[src/rtl/bls_pkg.sv]
package bls_pkg;
   typedef enum logic [1:0] {
      ST_IDLE   = 2'd0,
      ST_FIRST  = 2'd1,
      ST_SECOND = 2'd2
   } bls_state_e;

   typedef struct packed {
      logic write;
      logic word;
      logic io;
      logic split;
   } bls_kind_t;
endpackage

[src/rtl/bls_bank_sel.sv]
module bls_bank_sel (
   input  logic lane_odd,
   input  logic word,
   input  logic second,
   output logic bhe_n
);
   // second half of a split always lands on the even bank only
   always_comb begin
      if (second)    bhe_n = 1'b1;
      else if (word) bhe_n = 1'b0;
      else           bhe_n = ~lane_odd;
   end
endmodule

[src/rtl/bls_wr_pack.sv]
module bls_wr_pack #(
   parameter int LANE_W    = 8,
   parameter bit REPLICATE = 1'b1,
   localparam int DW       = 2 * LANE_W
) (
   input  logic [DW-1:0] wdata,
   input  logic          full_word,
   input  logic          second,
   input  logic          hi_lane,
   output logic [DW-1:0] lanes
);
   logic [LANE_W-1:0] sel_byte;
   logic [DW-1:0]     steered;

   assign sel_byte = second ? wdata[DW-1:LANE_W] : wdata[LANE_W-1:0];

   generate
      if (REPLICATE) begin : g_rep
         always_comb steered = {sel_byte, sel_byte};
      end else begin : g_zero
         always_comb steered = hi_lane ? {sel_byte, {LANE_W{1'b0}}}
                                       : {{LANE_W{1'b0}}, sel_byte};
      end
   endgenerate

   assign lanes = full_word ? wdata : steered;
endmodule

[src/rtl/bls_rd_unpack.sv]
module bls_rd_unpack #(
   parameter int LANE_W = 8,
   localparam int DW    = 2 * LANE_W
) (
   input  logic [DW-1:0]     bus_rdata,
   input  logic [LANE_W-1:0] held_lo,
   input  logic              word,
   input  logic              split,
   input  logic              lane_odd,
   output logic [DW-1:0]     result
);
   always_comb begin
      if (split)         result = {bus_rdata[LANE_W-1:0], held_lo};
      else if (word)     result = bus_rdata;
      else if (lane_odd) result = {{LANE_W{1'b0}}, bus_rdata[DW-1:LANE_W]};
      else               result = {{LANE_W{1'b0}}, bus_rdata[LANE_W-1:0]};
   end
endmodule

[src/rtl/bank_lane_splitter.sv]
module bank_lane_splitter #(
   parameter int ADDR_W     = 20,
   parameter int IO_ADDR_W  = 16,
   parameter int LANE_W     = 8,
   parameter bit REPLICATE  = 1'b1,
   localparam int DW        = 2 * LANE_W,
   localparam int HI_W      = ADDR_W - IO_ADDR_W
) (
   input  logic              clk,
   input  logic              rst_n,
   input  logic              req_valid,
   output logic              req_ready,
   input  logic              req_write,
   input  logic              req_word,
   input  logic              req_io,
   input  logic [ADDR_W-1:0] req_addr,
   input  logic [DW-1:0]     req_wdata,
   output logic              done,
   output logic [DW-1:0]     rdata,
   output logic              bus_req,
   input  logic              bus_ack,
   output logic              bus_write,
   output logic              bus_io,
   output logic [ADDR_W-1:0] bus_addr,
   output logic              bus_bhe_n,
   output logic [DW-1:0]     bus_wdata,
   input  logic [DW-1:0]     bus_rdata
);
   import bls_pkg::*;

   generate
      if (IO_ADDR_W < 2 || IO_ADDR_W >= ADDR_W) begin : g_bad_io
         $error("IO_ADDR_W must be at least 2 and below ADDR_W");
      end
      if (LANE_W < 1) begin : g_bad_lane
         $error("LANE_W must be positive");
      end
   endgenerate

   bls_state_e        state_q;
   bls_kind_t         kind_q;
   logic [ADDR_W-1:0] addr_q;
   logic [DW-1:0]     wdata_q;
   logic [LANE_W-1:0] held_lo_q;
   logic [ADDR_W-1:0] req_addr_m;
   logic [ADDR_W-1:0] next_addr;
   logic [DW-1:0]     rd_result;
   logic              second;
   logic              accept;

   assign req_ready = (state_q == ST_IDLE);
   assign accept    = req_valid & req_ready;
   assign second    = (state_q == ST_SECOND);

   // address confined to the selected space, and its wrapping successor
   assign req_addr_m = req_io ? {{HI_W{1'b0}}, req_addr[IO_ADDR_W-1:0]} : req_addr;
   assign next_addr  = kind_q.io
                       ? {{HI_W{1'b0}}, addr_q[IO_ADDR_W-1:0] + IO_ADDR_W'(1)}
                       : addr_q + ADDR_W'(1);

   always_ff @(posedge clk or negedge rst_n) begin
      if (!rst_n) begin
         state_q   <= ST_IDLE;
         kind_q    <= '0;
         addr_q    <= '0;
         wdata_q   <= '0;
         held_lo_q <= '0;
         done      <= 1'b0;
         rdata     <= '0;
      end else begin
         done <= 1'b0;
         unique case (state_q)
            ST_IDLE: begin
               if (accept) begin
                  kind_q.write <= req_write;
                  kind_q.word  <= req_word;
                  kind_q.io    <= req_io;
                  kind_q.split <= req_word & req_addr[0];
                  addr_q       <= req_addr_m;
                  wdata_q      <= req_wdata;
                  state_q      <= ST_FIRST;
               end
            end
            ST_FIRST: begin
               if (bus_ack) begin
                  if (kind_q.split) begin
                     held_lo_q <= bus_rdata[DW-1:LANE_W];
                     addr_q    <= next_addr;
                     state_q   <= ST_SECOND;
                  end else begin
                     rdata   <= rd_result;
                     done    <= 1'b1;
                     state_q <= ST_IDLE;
                  end
               end
            end
            ST_SECOND: begin
               if (bus_ack) begin
                  rdata   <= rd_result;
                  done    <= 1'b1;
                  state_q <= ST_IDLE;
               end
            end
            default: state_q <= ST_IDLE;
         endcase
      end
   end

   assign bus_req   = (state_q != ST_IDLE);
   assign bus_write = kind_q.write;
   assign bus_io    = kind_q.io;
   assign bus_addr  = addr_q;

   bls_bank_sel u_sel (
      .lane_odd (addr_q[0]),
      .word     (kind_q.word),
      .second   (second),
      .bhe_n    (bus_bhe_n)
   );

   bls_wr_pack #(
      .LANE_W    (LANE_W),
      .REPLICATE (REPLICATE)
   ) u_pack (
      .wdata     (wdata_q),
      .full_word (kind_q.word & ~kind_q.split),
      .second    (second),
      .hi_lane   (addr_q[0]),
      .lanes     (bus_wdata)
   );

   bls_rd_unpack #(
      .LANE_W (LANE_W)
   ) u_unpack (
      .bus_rdata (bus_rdata),
      .held_lo   (held_lo_q),
      .word      (kind_q.word),
      .split     (kind_q.split),
      .lane_odd  (addr_q[0]),
      .result    (rd_result)
   );
endmodule

[config.mk]
export PLATFORM = sky130hd
export DESIGN_NAME = bank_lane_splitter
export DESIGN_NICKNAME = d
export VERILOG_FILES = /design/src/rtl/bls_pkg.sv /design/src/rtl/bls_bank_sel.sv /design/src/rtl/bls_wr_pack.sv /design/src/rtl/bls_rd_unpack.sv /design/src/rtl/bank_lane_splitter.sv
export SDC_FILE = /design/constraint.sdc
export NUM_CORES = 1
export LEC_CHECK = 0
export CAP_MARGIN = 25
export CORE_ASPECT_RATIO = 0.75
export CORE_MARGIN = 2
export CORE_UTILIZATION = 50
export CTS_CLUSTER_SIZE = 16
export DETAILED_ROUTE_END_ITERATION = 10
export HOLD_SLACK_MARGIN = 0.08
export PLACE_DENSITY = 0.85
export SLEW_MARGIN = 20
export SYNTH_ARGS = -nofsm -noshare
export SYNTH_HDL_FRONTEND = slang
export SYNTH_SLANG_ARGS = --single-unit
[constraint.sdc]
create_clock -name clk -period 3 [get_ports clk]
set_clock_uncertainty 0.05 [all_clocks]
set_input_delay 0.6 -clock clk [delete_from_list [all_inputs] [get_ports clk]]
set_output_delay 0.6 -clock clk [all_outputs]
set_load 0.005 [all_outputs]
==> results_dict.tcl <==
set metrics [dict create \
    status "completed" \
    drt-initial-drc-count 99 \
    max_cap_viol_count 0 \
    synth_mux_area_share_pct 22.2 \
    die_x_um 103 \
    ctsResizeCount 0 \
    cts_tree "done" \
    crit_family "buffers and inverters" \
    die_h_um 78.3 \
    n_fill_cell 563 \
    clock-sinks 67 \
    grtUsageTotal_pct 24.1 \
    cts.path.max_buffers 2 \
    irDropWorstVdd_uv 587 \
    slowest_stage "clkdlybuf4s50_1" \
    area.growth.synth_to_final_pct 40.0 \
    cp.required_ns 2.35 \
    antenna_found_initial 0 \
    pin_count 117 \
    syn_inst 344 \
    synth-simple-area-share_pct 13.3 \
    synth_top_family_by_area "multiplexers" \
    worst_slack_ns 0.190 \
    crit_type "flip-flop to output port" \
    leakage_nw 2.11 \
    antenna_cells 0 \
    setup_viol 0 \
    yosysSeqAreaShare_pct 45.6 \
    synthesis.nets 408 \
    mostFrequentLayoutCells "clkdlybuf4s50_1 (115), dfrtp_1 (67), mux2_1 (59)" \
    critical_path_arrival_ns 2.16 \
    hold_class "primary input to asynchronous set/reset pin" \
    power.density_mw_per_mm2 1080 \
    cts_setup_buffers 0 \
    critPathMaxStageDelay_ns 0.46 \
    synth_xor_area_share_pct 0 \
    num_vias 3179 \
    critPathLaunchType "flip-flop" \
    start_util_pct 50.9 \
    final_common_cell "clkdlybuf4s50_1" \
    clk_pin_slew_ns 0.07 \
    hold_viol_final 0 \
    die-area_mm2 0.00806 \
    drtPass1Iterations 4 \
    finalWeightedCongestion 0.830 \
    grt_max_degree 40 \
    synth_seq_cells 67 \
    tns_ns 0 \
    tightest_slew_ns 0.516 \
    ys_types 45 \
    wire_per_inst_um 16.5 \
    syn_area_per_cell_um2 10.7 \
    via_per_inst 5.64 \
    nets 523 \
    synth_edf_count 0 \
    first_global_vias 3214 \
    period_needed_ns 2.81 \
    htreeDepth 3 \
    hpwl_um 6840 \
    cts_buffers 9 \
    grt_pass1_wl_um 15300 \
    slew_viol_final 0 \
    p_total_mw 5.58 \
    synth_fa_ha_area_share_pct 1.70 \
    yosysWarnings 0 \
    synth-compound-area-share_pct 14.1 \
    core_mm2 0.00723 \
    synth.cell_area_mm2 0.00368 \
    path_buf_inv 2 \
    wl_um 9280 \
    max-slew-margin-rel_pct 65.5 \
    pre_cts_ws_ns 0.388 \
    cp-end-kind "output port" \
    clk_latency_ns 0.33 \
    cts.root.buffer_cell "clkbuf_8" \
    fin_crit_sh_pct 93.7 \
    path_max_fanout 8 \
    fp-row-count 27 \
    rsz0062_at_grt "no" \
    synthFlopType "dfrtp_1" \
    ctsHoldBuffers 0 \
    path_cells "inv_1, ha_1, nand2b_2, mux2_1, clkdlybuf4s50_1" \
    io_buffer_count 116 \
    grt_overflow 0 \
    ant_nets 0 \
    fmax_mhz 356 \
    drc 0 \
    drive_gt1_share_pct 6.91 \
    synth-async-reset-ratio_pct 100 \
]
==> logic make-up after synthesis <==
group,after synthesis
fa+ha+maj,5
simple gates,91
buf+inv,29
mux,74
flops,67
compound gates,78
==> layout make-up <==
cell class                      count  area [um2]  area share [%]
Clock inverter                      4        50.0           0.972
Tap cell                          101         126            2.45
Sequential cell                    67        1680            32.6
Inverter                            7        26.3           0.510
Multi-Input combinational cell    248        1890            36.6
Clock buffer                       11         151            2.94
Timing Repair Buffer              126        1230            23.9
==> cells in the mapped netlist, drive strengths merged (2+ instances only) <==
cell type  instances  share of area (%)
a21oi             21                2.9
nor2               6               0.61
nand3              9                1.4
o22ai              7                1.2
nand2             32                3.3
inv                7               0.71
nand4              7                1.2
and4               5                1.2
o22a               2               0.48
and2               7                1.2
or4                5                1.0
o211ai             9                1.8
mux2              60                 18
o21ai             15                2.0
a22o               8                1.9
ha                 5                1.7
buf                6               0.82
nor2b              5               0.85
clkbuf            16                1.6
or3                5               0.85
nand2b             7                1.2
mux2i             14                3.8
a2bb2oi            4               0.95
dfrtp             67                 46
==> power breakdown <==
group	switching [mW]	internal, mW
Combinational	1.36	1.71
Sequential	0.400	1.36
Clock	0.330	0.423
Total	2.09	3.49
==> worst paths after layout <==
path | from | end | slack (ns) | cells past startpoint
setup reg to reg | bus_addr[0] | bus_addr[17] | 0.79 | 4
hold reg to reg | rdata[3] | rdata[3] | 0.44 | 1
max in group asynchronous | rst_n | bus_addr[1] | 2.09 | 2
min in group clk | rdata[3] | rdata[3] | 0.44 | 1
setup / recovery | state_q[0] | bus_wdata[1] | 0.19 | 5
hold / removal | rst_n | held_lo_q[0] | 0.12 | 1
==> flip-flops by register name, indices dropped and copies added (netlist names) <==
signal,cells
state_q,2
bus_io,1
kind_q,2
bus_write,1
rdata,16
held_lo_q,8
done,1
wdata_q,16
bus_addr,20
==> per-layer routing <==
| layer | wire length (um) | part of all wire [%] | track usage (%) |
|---|---|---|---|
| met1 | 4150 | 45 | 31.3 |
| met3 | 576 | 6.2 | 5.97 |
| met4 | 34 | 0.37 | 5.66 |
| met2 | 4520 | 49 | 40.7 |
| met5 | 0 | 0 | 0 |
==> per-stage QoR <==
step           instances  utilization, %  instance area, um2  hold WS (ns)
4_1_cts              564            71.2                5150         0.106
2_1_floorplan        344               -                3680         0.254
3_3_place_gp         549            68.4                4940         0.423
3_5_place_dp         549            68.4                4940         0.431
5_1_grt              564            71.2                5150         0.123
6_report             564            71.2                5150         0.116
No activity file was read; power rests on OpenSTA's default activity.
